### config.mk
export PLATFORM = sky130hd
export DESIGN_NAME = cyc_stamp_unit
export DESIGN_NICKNAME = d
export VERILOG_FILES = /design/src/rtl/cyc_stamp_pkg.sv /design/src/rtl/cyc_stamp_ctr.sv /design/src/rtl/cyc_stamp_perm.sv /design/src/rtl/cyc_stamp_cap.sv /design/src/rtl/cyc_stamp_unit.sv
export SDC_FILE = /design/constraint.sdc
export NUM_CORES = 1
export LEC_CHECK = 0
export BUFFER_PORTS_ARGS = -buffer_cell sky130_fd_sc_hd__buf_4
export CELL_PAD_IN_SITES_DETAIL_PLACEMENT = 1
export CELL_PAD_IN_SITES_GLOBAL_PLACEMENT = 2
export CORE_MARGIN = 2
export CORE_UTILIZATION = 38
export CTS_CLUSTER_DIAMETER = 100
export DETAILED_ROUTE_END_ITERATION = 16
export PLACE_DENSITY = 0.9
export SETUP_SLACK_MARGIN = 0.02
export SYNTH_ARGS = -nofsm -noshare
export SYNTH_HDL_FRONTEND = slang
export SYNTH_SLANG_ARGS = --single-unit
### constraint.sdc
create_clock -name clk -period 2.4 [get_ports clk]
set_clock_uncertainty 0.2 [all_clocks]
set_input_delay 0.24 -clock clk [delete_from_list [all_inputs] [get_ports clk]]
set_output_delay 0.24 -clock clk [all_outputs]
set_load 0.01 [all_outputs]
### src/rtl/cyc_stamp_pkg.sv
package cyc_stamp_pkg;
   // Outcome of one request cycle, decided by the permission decoder
   typedef enum logic [1:0] {
      ACT_NONE  = 2'd0,
      ACT_TAKE  = 2'd1,
      ACT_FAULT = 2'd2
   } act_e;
endpackage

### src/rtl/cyc_stamp_ctr.sv
module cyc_stamp_ctr #(
   parameter int unsigned CNT_W     = 64,
   parameter bit          SPLIT_INC = 1'b0
) (
   input  logic             clk,
   input  logic             rst_n,
   output logic [CNT_W-1:0] cnt_o
);
   localparam int unsigned HALF_W = CNT_W / 2;

   generate
      if (SPLIT_INC) begin : g_split
         // Two half-width adders; upper half steps when the lower half is all ones
         logic [HALF_W-1:0] lo_q;
         logic [HALF_W-1:0] hi_q;
         always_ff @(posedge clk or negedge rst_n) begin
            if (!rst_n) begin
               lo_q <= '0;
               hi_q <= '0;
            end else begin
               lo_q <= lo_q + 1'b1;
               if (&lo_q) hi_q <= hi_q + 1'b1;
            end
         end
         assign cnt_o = {hi_q, lo_q};
      end else begin : g_flat
         logic [CNT_W-1:0] cnt_q;
         always_ff @(posedge clk or negedge rst_n) begin
            if (!rst_n) cnt_q <= '0;
            else        cnt_q <= cnt_q + 1'b1;
         end
         assign cnt_o = cnt_q;
      end
   endgenerate
endmodule

### src/rtl/cyc_stamp_perm.sv
module cyc_stamp_perm
   import cyc_stamp_pkg::*;
#(
   parameter int unsigned          PRIV_W   = 2,
   parameter int unsigned          ADDR_W   = 32,
   parameter logic [ADDR_W-1:0]    CTR_ADDR = 'h10
) (
   input  logic              mode_real,
   input  logic [PRIV_W-1:0] priv,
   input  logic              stamp_lock,
   input  logic              rd_stamp,
   input  logic              rd_reg,
   input  logic [ADDR_W-1:0] reg_addr,
   output act_e              act
);
   localparam logic [PRIV_W-1:0] TOP_PRIV = '0;

   logic top_priv;
   logic stamp_ok;
   logic reg_ok;

   assign top_priv = (priv == TOP_PRIV);
   assign stamp_ok = mode_real | ~stamp_lock | top_priv;
   assign reg_ok   = mode_real | top_priv;

   always_comb begin
      act = ACT_NONE;
      if (rd_stamp) begin
         act = stamp_ok ? ACT_TAKE : ACT_FAULT;
      end else if (rd_reg) begin
         if (!reg_ok)                   act = ACT_FAULT;
         else if (reg_addr == CTR_ADDR) act = ACT_TAKE;
      end
   end
endmodule

### src/rtl/cyc_stamp_cap.sv
module cyc_stamp_cap
   import cyc_stamp_pkg::*;
#(
   parameter int unsigned CNT_W = 64
) (
   input  logic               clk,
   input  logic               rst_n,
   input  act_e               act,
   input  logic [CNT_W-1:0]   cnt,
   output logic [CNT_W/2-1:0] stamp_hi,
   output logic [CNT_W/2-1:0] stamp_lo,
   output logic               gp_fault
);
   localparam int unsigned HALF_W = CNT_W / 2;

   logic [CNT_W-1:0] snap_q;
   logic             flt_q;

   // One register holds both halves, so they always come from one sample
   always_ff @(posedge clk or negedge rst_n) begin
      if (!rst_n) begin
         snap_q <= '0;
         flt_q  <= 1'b0;
      end else begin
         if (act == ACT_TAKE) snap_q <= cnt;
         flt_q <= (act == ACT_FAULT);
      end
   end

   assign stamp_hi = snap_q[CNT_W-1:HALF_W];
   assign stamp_lo = snap_q[HALF_W-1:0];
   assign gp_fault = flt_q;
endmodule

### src/rtl/cyc_stamp_unit.sv
module cyc_stamp_unit
   import cyc_stamp_pkg::*;
#(
   parameter int unsigned       CNT_W     = 64,
   parameter int unsigned       PRIV_W    = 2,
   parameter int unsigned       ADDR_W    = 32,
   parameter logic [ADDR_W-1:0] CTR_ADDR  = 'h10,
   parameter bit                SPLIT_INC = 1'b0
) (
   input  logic               clk,
   input  logic               rst_n,
   input  logic               mode_real,
   input  logic [PRIV_W-1:0]  priv,
   input  logic               stamp_lock,
   input  logic               rd_stamp,
   input  logic               rd_reg,
   input  logic [ADDR_W-1:0]  reg_addr,
   output logic [CNT_W/2-1:0] stamp_hi,
   output logic [CNT_W/2-1:0] stamp_lo,
   output logic               gp_fault
);
   generate
      if (CNT_W < 2 || (CNT_W % 2) != 0) begin : g_bad_cnt_w
         $error("cyc_stamp_unit: CNT_W must be even and at least 2");
      end
      if (PRIV_W < 1 || ADDR_W < 1) begin : g_bad_w
         $error("cyc_stamp_unit: PRIV_W and ADDR_W must be at least 1");
      end
   endgenerate

   logic [CNT_W-1:0] cnt_w;
   act_e             act_w;

   cyc_stamp_ctr #(.CNT_W(CNT_W), .SPLIT_INC(SPLIT_INC)) u_ctr (
      .clk   (clk),
      .rst_n (rst_n),
      .cnt_o (cnt_w)
   );

   cyc_stamp_perm #(.PRIV_W(PRIV_W), .ADDR_W(ADDR_W), .CTR_ADDR(CTR_ADDR)) u_perm (
      .mode_real  (mode_real),
      .priv       (priv),
      .stamp_lock (stamp_lock),
      .rd_stamp   (rd_stamp),
      .rd_reg     (rd_reg),
      .reg_addr   (reg_addr),
      .act        (act_w)
   );

   cyc_stamp_cap #(.CNT_W(CNT_W)) u_cap (
      .clk      (clk),
      .rst_n    (rst_n),
      .act      (act_w),
      .cnt      (cnt_w),
      .stamp_hi (stamp_hi),
      .stamp_lo (stamp_lo),
      .gp_fault (gp_fault)
   );
endmodule

# ---- Word level (Yosys, flattened, before mapping)
# Cells that the tools add are included.
dict set report op_classes {
  mux 5
  n_reduce_logical 1
  bitwise_logic 4
  n_addsub 1
  eq_ne 3
}
# operator n
set ops {}
lappend ops {{64-bit by 1-bit adder with 64-bit output (second input constant)} 1}
lappend ops {{32-bit by 5-bit equality test with 1-bit output (second input constant)} 1}
lappend ops {{2-bit 2-to-1 mux} 4}
lappend ops {{1-bit OR} 3}
lappend ops {{2-bit by 1-bit equality test with 1-bit output (second input constant)} 1}
lappend ops {{2-bit equality test (second input constant)} 1}
lappend ops {{2-bit logical NOT} 1}
lappend ops {{1-bit 2-to-1 mux} 1}
lappend ops {{1-bit NOT} 1}
dict set report word_totals {
  out_inout_bits 65
  in_bits 40
  regBits 129
}

# ---- Depth between registers and ports, before layout
# Gate-level depths: netlist of run 1.
dict set report logic_depth {
  word_depth 6
  depth_mapped 6
  ltp_nobuf 6
}

# ---- Hierarchy
# A second synthesis of run 1 with hierarchy kept.
dict set report unflattened {
  hier_cells 429
  area_unflattened_um2 5870.6
}
# mod instances cells_each seq_area_each_um2 area_per_inst_um2
set modules_own_cells {}
lappend modules_own_cells {cyc_stamp_ctr 1 273 1601.5 2995.4}
lappend modules_own_cells {cyc_stamp_cap 1 138 1626.6 2735.1}
lappend modules_own_cells {cyc_stamp_perm 1 18 0.0 140.1}

# ---- Worst setup path before layout of run 1
# OpenSTA, ideal clock, no wires.
dict set report synth_timing {
  kind {input-to-reg}
  startpoint {input reg_addr[6]}
  endpoint {register u_cap.snap_q[10]}
  path_buffers 1
  cell_stages 5
  arrival_time_ns 2.080
  path_slack_ns -0.005
  required_ns 2.075
  cell_sequence {or4_1 > or4_1 > o21ai_4 > buf_6 > mux2_4}
}
dict set report synth_between {
  elab_chain_len 6
}
# element line
set synth_lines {}
lappend synth_lines {{from (decl)} cyc_stamp_unit.sv:17} ;# input logic [ADDR_W-1:0] reg_addr,
lappend synth_lines {{32-bit by 5-bit equality test with 1-bit output} cyc_stamp_perm.sv:32} ;# else if (reg_addr == CTR_ADDR) act = ACT_TAKE;
lappend synth_lines {{1-bit 2-to-1 mux} cyc_stamp_perm.sv:32}
lappend synth_lines {{2-bit 2-to-1 mux} cyc_stamp_perm.sv:31} ;# if (!reg_ok) act = ACT_FAULT;
lappend synth_lines {{2-bit 2-to-1 mux} cyc_stamp_perm.sv:30} ;# end else if (rd_reg) begin
lappend synth_lines {{2-bit 2-to-1 mux} cyc_stamp_perm.sv:28} ;# if (rd_stamp) begin
lappend synth_lines {{2-bit by 1-bit equality test with 1-bit output} cyc_stamp_cap.sv:25} ;# if (act == ACT_TAKE) snap_q <= cnt;
lappend synth_lines {{to (signal assigned)} cyc_stamp_cap.sv:25}
lappend synth_lines {{to (decl)} cyc_stamp_cap.sv:16} ;# logic [CNT_W-1:0] snap_q;
# No other way between the ends.
# A chain may end at the register's enable or synchronous reset.

# ---- Worst setup path in the final report of run 1
dict set report layout_timing {
  startpoint {register u_ctr.g_flat.cnt_q[0], in the netlist u_ctr.cnt_o[0]}
  endpoint {register u_ctr.g_flat.cnt_q[58], in the netlist u_ctr.cnt_o[58]}
}
dict set report layout_between {
  elab_chain_len 1
}
# element line
set layout_lines {}
lappend layout_lines {{from (decl)} cyc_stamp_ctr.sv:27} ;# logic [CNT_W-1:0] cnt_q;
lappend layout_lines {{from (signal assigned)} cyc_stamp_ctr.sv:30} ;# else cnt_q <= cnt_q + 1'b1;
lappend layout_lines {{64-bit by 1-bit adder with 64-bit output} cyc_stamp_ctr.sv:30}
# No other way between the ends.

==> results summary, run 1 <==
The flow ran to the end, and the final reports show no timing, DRC or antenna violations. The area of the placeable core is approximately 15000 µm². OpenSTA, run right after detailed placement, puts the worst setup slack at -0.1321 ns. The worst setup path is launched from a register. The share of post-route cells with drive strength above 1 came out at 0.3938. Across all layers, the routed design uses around 3900 vias. The data arrival time of the critical path is 2.34 ns. The cell area after synthesis is roughly 5700 µm². By count the netlist is led by 129 x sky130_fd_sc_hd__dfrtp_1, 60 x sky130_fd_sc_hd__mux2_4, 44 x sky130_fd_sc_hd__xnor2_1. The number of antenna repair diodes is 0.

The class of the worst hold path is input pin to async pin. Across all setup checks in the final design, the least slack found is 0.1976 ns. The count of boundary I/O pins is about 110. The reported max-cap violation count is 0.

The slowest library cell on the worst path is sky130_fd_sc_hd__dfrtp_1. The final weighted congestion in routability-driven placement came out at roughly 0.8. Among the stages of the critical path, the cell type that occurs most often is sky130_fd_sc_hd__nand4_1. The sequential-to-total area share from yosys stat is 0.5689. The synthesis-to-finish area growth is 33.10%. The endpoint type of the worst setup path is a register. The final period demand of the worst path came out at 2.202 ns. The worst setup slack for register-to-register paths is 0.20 ns. The total track usage is 0.1802. The critical path's top delay family is simple AND/OR/NAND/NOR gates. The wire length of the first global-routing pass came out at ~23000 µm. The final layout contains between 600 and 700 nets. The estimated wirelength of the detail-placed design is ~10000 µm. The portion of synthesized cell area occupied by the leading cell type came out at 0.5689. The start point of the critical path is u_ctr.cnt_o[0]. The critical path is of the register to register type. The synthesized design spends more area on one cell type than any other, namely sky130_fd_sc_hd__dfrtp_1.

The highest achievable clock rate is around 450 MHz. The initial antenna violation count was 0. Buffers inserted during clock tree synthesis total 17. The global routing met3 resource utilization came out at 0.04545. At the pin with the least slew margin, the transition time is between 0.5 and 0.6 ns. The required time reported for the critical path endpoint came out at 2.53 ns.

Summing all multi-input logic gate instances after layout gives 2350 µm². The startpoint of the lowest-slack register-to-register path is u_ctr.cnt_o[0]. The Yosys warning count came out at 0. Registers take roughly 3200 µm². The detailed-route wire length came out at approximately 14000 µm. The final sum of negative setup slack is 0 ns. The DRC violations left is 0. For the worst flop-to-flop path, the logic depth is 7. Setup repair after global routing left no endpoint under its margin.

The power per standard cell area is between 600 and 700 nW/µm². The number of clock sinks seen by CTS came out at around 130. The most frequently used flop master after synthesis is sky130_fd_sc_hd__dfrtp_1.

Summing all placed instances gives a cell area of 6888 µm². The number of distinct standard cells referenced by the synthesized netlist is 27. The total number of cells along the worst setup path came out at 7. The clock latency of the later-clocked register in the worst-skew pair came out at slightly above 0.4 ns.

The reported leakage power came out at between 3 and 4 nW. The maximum root-to-sink buffer count came out at 2. After clock tree synthesis, the clock-pin slew on the worst setup and hold paths is about 0.060 ns. In this run the mean area of a mapped cell was around 13 µm². The number of fill cells came out at around 1500. The most critical setup path has its endpoint at u_ctr.cnt_o[58].

The hold slack came out at around 0.16 ns. The H-tree was split into 4 levels. The detailed-routing iteration count for the pre-antenna-repair pass came out at 4. Synthesis handed over a netlist of ~430 instances. The initial standard-cell utilization of the core came out at 0.3904. The placement row count came out at 44. The final count of negative-setup-slack endpoints is 0.

The routed wirelength normalized by instance count came out at around 18 µm. In this run the vertical extent of the chip is ~130 µm. The finished cells cover about 7600 µm². The number of flops mapped to enable cells by yosys came out at 0.

The delay of the slowest cell on the worst path came out at a little over 0.4 ns. The number of buffers and inverters on the critical path is 1. The count of buffers from port buffering came out at approximately 100. The CTS tree is done. The overflow left after global routing is 0. The root cell of the clock tree is sky130_fd_sc_hd__clkbuf_16. The number of synthesized register bits came out at about 130. The worst voltage drop across the vdd grid came out at 0.0004472 V. The routed via count divided by cell count is 5.014. For this block, the initial DRC count from the detailed router was 169. For met2 alone, demand over resource in global routing was 0.3099. The pin count of the biggest net entering global routing is 49. The most used routing layer is met2. The worst reg2reg path endpoint is u_ctr.cnt_o[58]. From left edge to right edge, the die measures between 100 and 150 µm. The max-slew violation total from the final report is 0.

The via count of the first global-routing pass came out at 4312. The post-CTS setup repair buffer count is 0. Traced cell by cell, the critical path runs through ha_1 -> nand4_1 -> nor4_1 -> nand4_1 -> buf_4 -> nor2_1 -> xor2_1. Ranked by total cell area, the synthesized netlist is headed by sky130_fd_sc_hd__dfrtp_1 57%, sky130_fd_sc_hd__mux2_4 16%, sky130_fd_sc_hd__xnor2_1 6.8%, sky130_fd_sc_hd__nand4_1 2.9%, sky130_fd_sc_hd__xor2_1 2.8%. The die covers roughly 16000 µm². The cell with the most instances after synthesis is sky130_fd_sc_hd__dfrtp_1. The worst-case headroom to the max-slew limit is 0.6083. Of all nets on the critical path, the largest fanout is 6.

The final period utilization is 0.9177. The number of nets in the synthesized netlist is 466. The final hold violation count came to 0.

The remaining antenna violation count after routing came out at 0. The design draws 5.130 mW. The share of synthesized flip-flops with an asynchronous set or reset came out at 1.000. The met1 track demand over resource is 0.2283.
## sequential cells by signal (all words and copies together), names as in the netlist
register and flops:
u_cap.snap_q 64, u_cap.gp_fault 1, u_ctr.cnt_o 64
## per-layer routing
metal,vias up,share of wire
met2,58,0.52
met1,1980,0.44
li1,1803,-
met5,-,0
met4,0,0.0083
met3,10,0.030
## how the worst min path moves through the flow
stage,end,cells after the start,start,slack (ns)
5_1_grt,u_cap.snap_q[57],2,rst_n,0.20
2_1_floorplan,u_cap.gp_fault,0,rst_n,-0.26
6_report,u_cap.snap_q[57],2,rst_n,0.16
4_1_cts,u_cap.snap_q[57],2,rst_n,0.18
3_3_place_gp,u_cap.snap_q[59],1,rst_n,0.07
3_5_place_dp,u_cap.snap_q[57],1,rst_n,0.09
## cells in the final DEF, fill, tap and decap left out, types with 2 or more instances in the layout
| master | synthesis | layout |
|---|---|---|
| sky130_fd_sc_hd__buf_4 | 0 | 124 |
| sky130_fd_sc_hd__bufinv_16 | 0 | 4 |
| sky130_fd_sc_hd__clkbuf_16 | 0 | 17 |
| sky130_fd_sc_hd__xnor2_1 | 44 | 44 |
| sky130_fd_sc_hd__nand2_1 | 23 | 23 |
| sky130_fd_sc_hd__nor2_1 | 23 | 23 |
| sky130_fd_sc_hd__clkinv_4 | 0 | 2 |
| sky130_fd_sc_hd__inv_1 | 9 | 9 |
| sky130_fd_sc_hd__mux2_4 | 60 | 60 |
| sky130_fd_sc_hd__nor3_1 | 11 | 11 |
| sky130_fd_sc_hd__buf_12 | 0 | 6 |
| sky130_fd_sc_hd__clkinvlp_4 | 0 | 5 |
| sky130_fd_sc_hd__clkinv_2 | 0 | 3 |
| sky130_fd_sc_hd__nor4b_1 | 2 | 2 |
| sky130_fd_sc_hd__xor2_1 | 18 | 18 |
| sky130_fd_sc_hd__dlygate4sd3_1 | 0 | 4 |
| sky130_fd_sc_hd__dfrtp_1 | 129 | 129 |
| sky130_fd_sc_hd__and2_1 | 3 | 3 |
| sky130_fd_sc_hd__nand4_1 | 26 | 26 |
| sky130_fd_sc_hd__nand3_1 | 29 | 28 |
| sky130_fd_sc_hd__and3_1 | 4 | 4 |
| sky130_fd_sc_hd__nor4_1 | 15 | 15 |
| sky130_fd_sc_hd__and4_1 | 8 | 8 |
| sky130_fd_sc_hd__mux2_2 | 4 | 4 |
## stage by stage
step	util	std cells
after CTS	0.5193	768
after floorplan	-	425
after detailed placement	0.4739	732
final	0.5196	768
after global placement	0.4739	732
after global routing	0.5196	768
## timing repair
action,CTS,global route
setup endpoints to repair,0,5
hold buffers,4,0
gates resized for setup,0,1
hold endpoints to repair,43,0
## power by group
group / internal (mW) / switching (mW)
Sequential: 2.18 / 0.00410
Clock: 1.73 / 0.974
Combinational: 0.122 / 0.114
## cell type report
type	count	share of cell area
clock buffers	18	0.05683
flip-flops and latches	129	0.4274
inverters	9	0.004473
multi-input cells	280	0.3111
repair buffers	134	0.1445
clock inverters	14	0.02518
well taps	184	0.03048
## cells by family after synthesis
logic type	after synthesis	share of synthesized area
DFF	129	0.5689
xor gates and xnor gates	62	0.09570
muxes	65	0.1685
buffers and inverters	16	0.01852
adders and majority gates	1	0.002205
AOI/OAI and AO/OA	3	0.005072
and+or+nand+nor	149	0.1411
Note: power is estimated with default switching activity, not from simulation.
==> run 2, diff against run 1 <==
--- a/config.mk
+++ b/config.mk
@@ -13,6 +13,7 @@
 export CTS_CLUSTER_DIAMETER = 100
 export DETAILED_ROUTE_END_ITERATION = 16
 export PLACE_DENSITY = 0.9
+export REMOVE_ABC_BUFFERS = 1
 export SETUP_SLACK_MARGIN = 0.02
 export SYNTH_ARGS = -nofsm -noshare
 export SYNTH_HDL_FRONTEND = slang
==> results summary, run 2 (synthesized netlist as in run 1, its figures left out) <==
The flow ran to the end, and the final reports show no timing, DRC or antenna violations. The wire length of the first global-routing pass is 22770 µm (+1.2%). The count of vias placed by the detailed router was 3894 (+1.1%). The post-place instance area was 6837 µm² (-0.74%). The detailed-route wire length is 13700 µm (+1.5%).

The first-iteration detailed-routing DRC count was 148 (-12%). The die boundary width was 126.2 µm (unchanged). The design area came out at 7543 µm² (-0.12%). The final hold violation count is 0 (unchanged). The startpoint identified for the worst register-to-register timing path is u_ctr.cnt_o[20]. The detailed-routing iteration count for the pre-antenna-repair pass came to 4 (unchanged). The max-slew violation total from the final report was 0 (unchanged). The hold slack came to 0.06775 ns (-0.09591 ns). TritonCTS built the clock tree. The number of antenna repair diodes is 0 (unchanged). The estimated wirelength of the detail-placed design is 9646 µm (-1.4%).

The power per standard cell area came to 684.7 nW/µm² (+0.79%). The via count of the first global-routing pass is 4410 (+2.3%). The reported max-cap violation count is 0 (unchanged). Leaving out fill and tap cells, the most frequent cell in the layout is sky130_fd_sc_hd__dfrtp_1. The path class of the tightest hold or removal check is input pin to async pin. The post-route non-filler standard cell count was 765 (-0.39%). The root cell of the clock tree is sky130_fd_sc_hd__clkbuf_16.

The endpoint identified for the worst register-to-register timing path is u_ctr.cnt_o[55]. The total track usage came out at 0.1814 (+0.001288). The required time reported for the critical path endpoint came out at 2.53 ns (about the same). The maximum root-to-sink buffer count is 2 (unchanged). The final count of negative-setup-slack endpoints came out at 0 (unchanged). The number of buffers added by the clock tree synthesis step is 17 (unchanged). The clock latency of the later-clocked register in the worst-skew pair is 0.42 ns (about the same). The reported leakage power is 3.635 nW (about the same). The data arrival time of the critical path is 2.34 ns (about the same). The overall die area came out at 15930 µm² (unchanged). The fraction of met2 tracks used by global routing came out at 0.3115 (+0.001581).

The worst voltage drop across the vdd grid was 0.0004797 V (+7.3%). The number of clock sinks seen by CTS is 129 (unchanged). The clock transition at the registers of the reported paths came out at 0.06 ns (about the same). The count of buffers from port buffering is 104 (unchanged). Leaving out fill and tap cells, the most frequent cells in the layout are 129 x sky130_fd_sc_hd__dfrtp_1, 123 x sky130_fd_sc_hd__buf_4, 60 x sky130_fd_sc_hd__mux2_4, 44 x sky130_fd_sc_hd__xnor2_1, 27 x sky130_fd_sc_hd__nand3_1. The area of the placeable core came out at 14530 µm² (unchanged). The number of cells traversed by the worst register-to-register path came out at 6 (-1). The routed wirelength normalized by instance count came out at 17.91 µm (+1.9%). The final net count is 609 (-0.49%). The height of the die came out at 126.2 µm (unchanged). The DRC violations left came to 0 (unchanged).

The worst setup path is launched from a register. The largest fanout of any net on the critical path is 6 (unchanged). The sum of internal, switching and leakage power was 5.165 mW (+0.67%). The highest achievable clock rate is 453.0 MHz (-0.24%). The synthesis-to-finish area growth came out at 32.94%. The placement row count came out at 44 (unchanged). The final weighted congestion in routability-driven placement came out at 0.7801 (-4.2%). The routed via count divided by cell count came out at 5.090 (+1.5%). The pin slew with the least headroom to its limit came out at 0.4856 ns (-0.1019 ns). The maximum level of the CTS H-tree came out at 4 (unchanged). The endpoint type of the worst setup path is a register. The initial antenna violation count came to 0 (unchanged). The met1 track demand over resource came out at 0.2186 (-0.009701).

The pin count of the biggest net entering global routing came out at 50 (+2.0%). The count of boundary I/O pins is 105 (unchanged). The critical path in this run is classified as register to register. The worst setup slack for register-to-register paths is 0.19 ns (about the same). Setup repair after global routing left no endpoint under its margin. The post-CTS setup repair buffer count came out at 0 (unchanged). The placement-stage worst setup slack came out at -0.1912 ns (-0.05912 ns).

The remaining antenna violation count after routing came out at 0 (unchanged). The placed instance count is 729 (-0.41%). In this run the most used layer during global routing was met2. The initial standard-cell utilization of the core came out at 0.3904 (unchanged). The final period utilization came out at 0.9199 (+0.002198). The share of post-route cells with drive strength above 1 is 0.3976 (+0.003755). The share of the core filled with cells in the final layout came to 0.5190 (-0.0006030). The global routing met3 resource utilization came out at 0.05735 (+0.01189). The worst-case headroom to the max-slew limit came out at 0.6738 (+0.06544). The final sum of negative setup slack came out at 0 ns (unchanged). The overflow left after global routing came out at 0 (unchanged). The final period demand of the worst path is 2.208 ns (+0.005275 ns). The worst setup slack after layout came out at 0.1923 ns (-0.005275 ns).
-- run 2: layout make-up --
| class | instances | area [µm²] |
|---|---|---|
| Multi-Input combinational cell | 280 | 2377 |
| Sequential cell | 129 | 3228 |
| Fill cell | 1475 | 6990 |
| Timing Repair Buffer | 131 | 1044 |
| Inverter | 9 | 33.78 |
| Clock buffer | 22 | 474.2 |
| Tap cell | 184 | 230.2 |
| Clock inverter | 10 | 156.4 |
-- run 2: worst max-delay path: stages (launching register included) --
cell                      delay [ns]
sky130_fd_sc_hd__dfrtp_1        0.45
sky130_fd_sc_hd__nand4_1        0.24
sky130_fd_sc_hd__nor4_1         0.34
sky130_fd_sc_hd__buf_4          0.18
sky130_fd_sc_hd__nand4_1        0.27
sky130_fd_sc_hd__nor3_1         0.29
sky130_fd_sc_hd__xnor2_1        0.16
-- run 2: where the power goes --
| group | internal, mW | total [mW] | switching (mW) | leakage [nW] |
|---|---|---|---|---|
| Clock | 1.81 | 2.75 | 0.933 | 0.310 |
| Combinational | 0.116 | 0.228 | 0.112 | 1.55 |
| Sequential | 2.19 | 2.19 | 0.00540 | 1.77 |
| Total | 4.12 | 5.16 | 1.05 | 3.64 |
-- run 2: how the worst max path moves through the flow --
stage | start | endpoint | slack, ns | cells after the start
global route | u_ctr.cnt_o[20] | u_ctr.cnt_o[63] | 0.02 | 6
global placement | reg_addr[6] | u_cap.snap_q[15] | -0.16 | 7
finish | u_ctr.cnt_o[20] | u_ctr.cnt_o[55] | 0.19 | 6
floorplan | reg_addr[6] | u_cap.snap_q[0] | -1.26 | 4
detailed placement | reg_addr[6] | u_cap.snap_q[31] | -0.19 | 7
CTS | u_ctr.cnt_o[0] | u_ctr.cnt_o[58] | 0.12 | 7
-- run 2: layer usage --
| layer | part of all wire | vias to the layer above |
|---|---|---|
| met1 | 0.42 | 1972 |
| li1 | - | 1801 |
| met2 | 0.52 | 104 |
| met3 | 0.047 | 17 |
| met5 | 0 | - |
| met4 | 0.013 | 0 |
-- run 2: repair_timing --
| item | in CTS | in global routing |
|---|---|---|
| gates resized for setup | 0 | 7 |
| hold buffers | 4 | 0 |
| hold endpoints to repair | 130 | 0 |
| endpoints found under the setup margin | 0 | 15 |
==> run 3, diff against run 2 <==
--- a/config.mk
+++ b/config.mk
@@ -5,11 +5,12 @@
 export SDC_FILE = /design/constraint.sdc
 export NUM_CORES = 1
 export LEC_CHECK = 0
+export ABC_AREA = 1
 export BUFFER_PORTS_ARGS = -buffer_cell sky130_fd_sc_hd__buf_4
 export CELL_PAD_IN_SITES_DETAIL_PLACEMENT = 1
 export CELL_PAD_IN_SITES_GLOBAL_PLACEMENT = 2
 export CORE_MARGIN = 2
-export CORE_UTILIZATION = 38
+export CORE_UTILIZATION = 33
 export CTS_CLUSTER_DIAMETER = 100
 export DETAILED_ROUTE_END_ITERATION = 16
 export PLACE_DENSITY = 0.9
==> constraint.sdc (replaced) <==
create_clock -name clk -period 2.5 [get_ports clk]
set_clock_uncertainty 0.2 [all_clocks]
set_input_delay 0.625 -clock clk [delete_from_list [all_inputs] [get_ports clk]]
set_output_delay 0.625 -clock clk [all_outputs]
set_load 0.01 [all_outputs]
==> results summary, run 3 <==
The routed length on met3 came out at 679 µm (+6.1%). The worst voltage drop across the vdd grid is 0.0003379 V (-30%). The initial antenna violation count is 0 (unchanged). The maximum level of the CTS H-tree came out at 4 (unchanged). The final net count is 968 (+59%). The final period demand of the worst path came out at 2.094 ns (-0.1135 ns). The total track usage was 0.1957 (+0.01423). The routed via count divided by cell count came out at 4.655 (-8.5%). The area of the placeable core was 19330 µm² (+33%). The routed wirelength normalized by instance count came to 16.01 µm (-11%). The internal power component came to 3.784 mW (-8.0%). The number of clock sinks seen by CTS came out at 129 (unchanged). The maximum root-to-sink buffer count was 2 (unchanged). For this run, the leading register cell type out of synthesis is sky130_fd_sc_hd__dfrtp_1.

The final hold violation count is 0 (unchanged). The total length of routed met2 wires came to 8961 µm (+26%). The share of post-route cells with drive strength above 1 came to 0.1896 (-0.2080). The synthesis-to-finish area growth came out at 25.84%. The reported leakage power came out at 3.994 nW (+9.9%).

The count of boundary I/O pins is 105 (unchanged). The initial standard-cell utilization of the core came out at 0.3343 (-0.05611). The max-slew violation total from the final report came to 0 (unchanged). The post-CTS setup repair buffer count is 0 (unchanged).

The data arrival time of the critical path is 2.20 ns (-0.14 ns). In the layout the commonest cells are 292 x sky130_fd_sc_hd__nand2_1, 137 x sky130_fd_sc_hd__nor2_1, 129 x sky130_fd_sc_hd__dfrtp_1, 105 x sky130_fd_sc_hd__buf_4, 94 x sky130_fd_sc_hd__nand3_1. The portion of synthesized cell area occupied by the leading cell type is 0.4994 (-0.06949).

The pin count of the biggest net entering global routing came out at 130 (+160%). The height of the die was 144.0 µm (+14%). The die boundary width is 144.0 µm (+14%).

The placement row count was 51 (+16%). The cell area after synthesis was 6464 µm² (+14%). The sequential-to-total area share from yosys stat is 0.4994 (-0.06949).

The overall die area was 20720 µm² (+30%). The root cell of the clock tree is sky130_fd_sc_hd__clkbuf_16. The largest fanout of any net on the critical path came to 6 (unchanged).

The worst hold path belongs to the class input pin to async pin. The detailed-routing iteration count for the pre-antenna-repair pass came out at 4 (unchanged). The final weighted congestion in routability-driven placement is 0.9485 (+22%). Setup repair after global routing left no endpoint under its margin. The fraction of power consumed by sequential logic came out at 0.435 (+0.011). The Yosys warning count is 0 (unchanged). The clock transition at the registers of the reported paths came out at 0.06 ns (about the same).

The via count of the first global-routing pass came out at 5792 (+31%). The number of synthesized register bits is 129 (unchanged). In the post-synthesis netlist, the cell with the most instances is sky130_fd_sc_hd__nand2_1. The part of the power in the clock network came out at 0.525 (-0.007). The remaining antenna violation count after routing is 0 (unchanged). The number of buffers added by the clock tree synthesis step came out at 17 (unchanged). The commonest cells after synthesis are 292 x sky130_fd_sc_hd__nand2_1, 137 x sky130_fd_sc_hd__nor2_1, 129 x sky130_fd_sc_hd__dfrtp_1. Leaving out fill and tap cells, the most frequent cell in the layout is sky130_fd_sc_hd__nand2_1. The detailed router used layers up to and including met4. The worst-case headroom to the max-slew limit came out at 0.4897 (-0.1841). STA classifies the critical path startpoint as a register.

The critical path class is register to register. Summed over all instances, the cell type with the most area after synthesis is sky130_fd_sc_hd__dfrtp_1. The logic gate share of total power is 0.040 (-0.004). The first-iteration detailed-routing DRC count is 312 (+110%). The final count of negative-setup-slack endpoints came out at 0 (unchanged). The number of antenna repair diodes is 0 (unchanged). The pin slew with the least headroom to its limit is 0.7654 ns (+0.2798 ns). The reported max-cap violation count is 0 (unchanged). The count of buffers from port buffering is 104 (unchanged). The post-cts sizing count came out at 0 (unchanged). The wire length of the first global-routing pass is 30910 µm (+36%).

The detailed-route wire length is 19280 µm (+41%). The wire length on met1 came out at 9213 µm (+60%). The CTS tree is done. The number of flops mapped to enable cells by yosys came out at 0 (unchanged). The instance count of the mapped netlist is 820 (+93%). The switching component of the power came out at 1.054 mW (+0.37%). The DRC violations left came to 0 (unchanged). The overflow left after global routing is 0 (unchanged).

The final period utilization is 0.8377 (-0.08218). The worst setup path is captured at a register. The clock latency of the later-clocked register in the worst-skew pair is 0.43 ns (about the same). The switching portion of total power came to 0.2178 (+0.01455). The synthesized area divided by synthesized cell count came to 7.883 µm² (-41%). The flow ran to the end, and the final reports show no timing, DRC or antenna violations. The hold slack came out at 0.06969 ns (+0.001937 ns). The quantity of hold-fixing buffers added after cts was 0 (-4). The estimated wirelength of the detail-placed design came out at 14230 µm (+48%).

The number of distinct standard cells referenced by the synthesized netlist is 29 (+7.4%). The required time reported for the critical path endpoint is 2.61 ns (+0.08 ns). The sum of internal, switching and leakage power came out at 4.838 mW (-6.3%). The count of vias placed by the detailed router is 5605 (+44%). The power per standard cell area is 594.8 nW/µm² (-13%).

The highest achievable clock rate is 477.5 MHz (+5.4%). The share of synthesized flip-flops with an asynchronous set or reset is 1.000 (unchanged). In the post-synthesis netlist, the biggest area contributors are sky130_fd_sc_hd__dfrtp_1 50%, sky130_fd_sc_hd__nand2_1 17%, sky130_fd_sc_hd__nor2_1 8.0%, sky130_fd_sc_hd__nand3_1 7.3%, sky130_fd_sc_hd__xnor2_1 3.8%.
==> run 3: changes by cell type in the layout (fill, tap and decap cells not counted), moves of 8 or more <==
cell,previous run,this run
sky130_fd_sc_hd__nor2_1,23,137
sky130_fd_sc_hd__mux2_4,60,0
sky130_fd_sc_hd__nand2_1,23,292
sky130_fd_sc_hd__nand2_2,0,9
sky130_fd_sc_hd__and4_1,8,0
sky130_fd_sc_hd__nor2_2,0,10
sky130_fd_sc_hd__buf_4,123,105
sky130_fd_sc_hd__nand4_1,26,9
sky130_fd_sc_hd__inv_1,9,35
sky130_fd_sc_hd__nor4_1,12,0
sky130_fd_sc_hd__xnor2_1,44,28
sky130_fd_sc_hd__nand3_1,27,94
sky130_fd_sc_hd__nor3_1,10,0
==> run 3: cells by family (layout without fill, tap and decap cells) <==
| logic type | after synthesis | count (layout) | share of synthesized area |
|---|---|---|---|
| simple gates | 575 | 575 | 0.3864 |
| flops | 129 | 129 | 0.4994 |
| buf+inv | 59 | 178 | 0.04065 |
| xor+xnor | 46 | 46 | 0.06349 |
| compound gates | 10 | 10 | 0.008130 |
| fa+ha+maj | 1 | 1 | 0.001935 |
==> run 3: final timing paths <==
kind | start | endpoint | slack, ns | depth (start not counted)
setup / recovery | u_ctr.cnt_o[0] | u_ctr.cnt_o[36] | 0.41 | 7
hold / removal | rst_n | u_cap.snap_q[63] | 0.07 | 2
setup reg to reg | u_ctr.cnt_o[0] | u_ctr.cnt_o[36] | 0.41 | 7
hold reg to reg | u_ctr.cnt_o[63] | u_cap.snap_q[63] | 0.31 | 2
max in group asynchronous | rst_n | u_ctr.cnt_o[30] | 1.42 | 2
min in group clk | u_ctr.cnt_o[63] | u_cap.snap_q[63] | 0.31 | 2
==> run 3: final cells by class <==
type / instances / area [µm²]
fillers: 2342 / 11200
flip-flops and latches: 129 / 3228
multi-input cells: 632 / 2984
repair buffers: 108 / 848.3
clock buffers: 21 / 460.4
well taps: 265 / 331.6
inverters: 39 / 146.4
clock inverters: 10 / 135.1
==> run 3: stage by stage <==
step | cell area [µm²] | util | setup TNS (ns) | std cells | worst slack (ns)
2_1_floorplan | 6347 | - | -66.46 | 800 | -1.039
3_3_place_gp | 7538 | 0.3899 | 0 | 1173 | 0.3153
3_5_place_dp | 7538 | 0.3899 | 0 | 1173 | 0.2436
4_1_cts | 8134 | 0.4207 | 0 | 1204 | 0.4055
5_1_grt | 8134 | 0.4207 | 0 | 1204 | 0.2976
6_report | 8134 | 0.4207 | 0 | 1204 | 0.4057
==> run 3: per-layer routing <==
metal	track usage	vias up
met1	0.2709	2675
met4	0.07637	0
met2	0.3063	127
met3	0.03266	21
li1	-	2782
met5	0	-
==> run 3: worst max-delay path: stages, from the launching register on <==
cell	delay (ns)
sky130_fd_sc_hd__dfrtp_1	0.47
sky130_fd_sc_hd__ha_1	0.27
sky130_fd_sc_hd__inv_2	0.09
sky130_fd_sc_hd__nor2_4	0.23
sky130_fd_sc_hd__nand2_4	0.12
sky130_fd_sc_hd__nor2_1	0.30
sky130_fd_sc_hd__nand3_1	0.14
sky130_fd_sc_hd__xnor2_1	0.15
==> run 3: power groups by stage <==
stage	Combinational [mW]	Sequential, mW	Clock (mW)
floorplan	0.0536	2.15	0
global placement	0.197	2.14	0
detailed placement	0.201	2.14	0
CTS	0.202	2.11	2.59
global route	0.220	2.11	2.68
finish	0.195	2.11	2.54
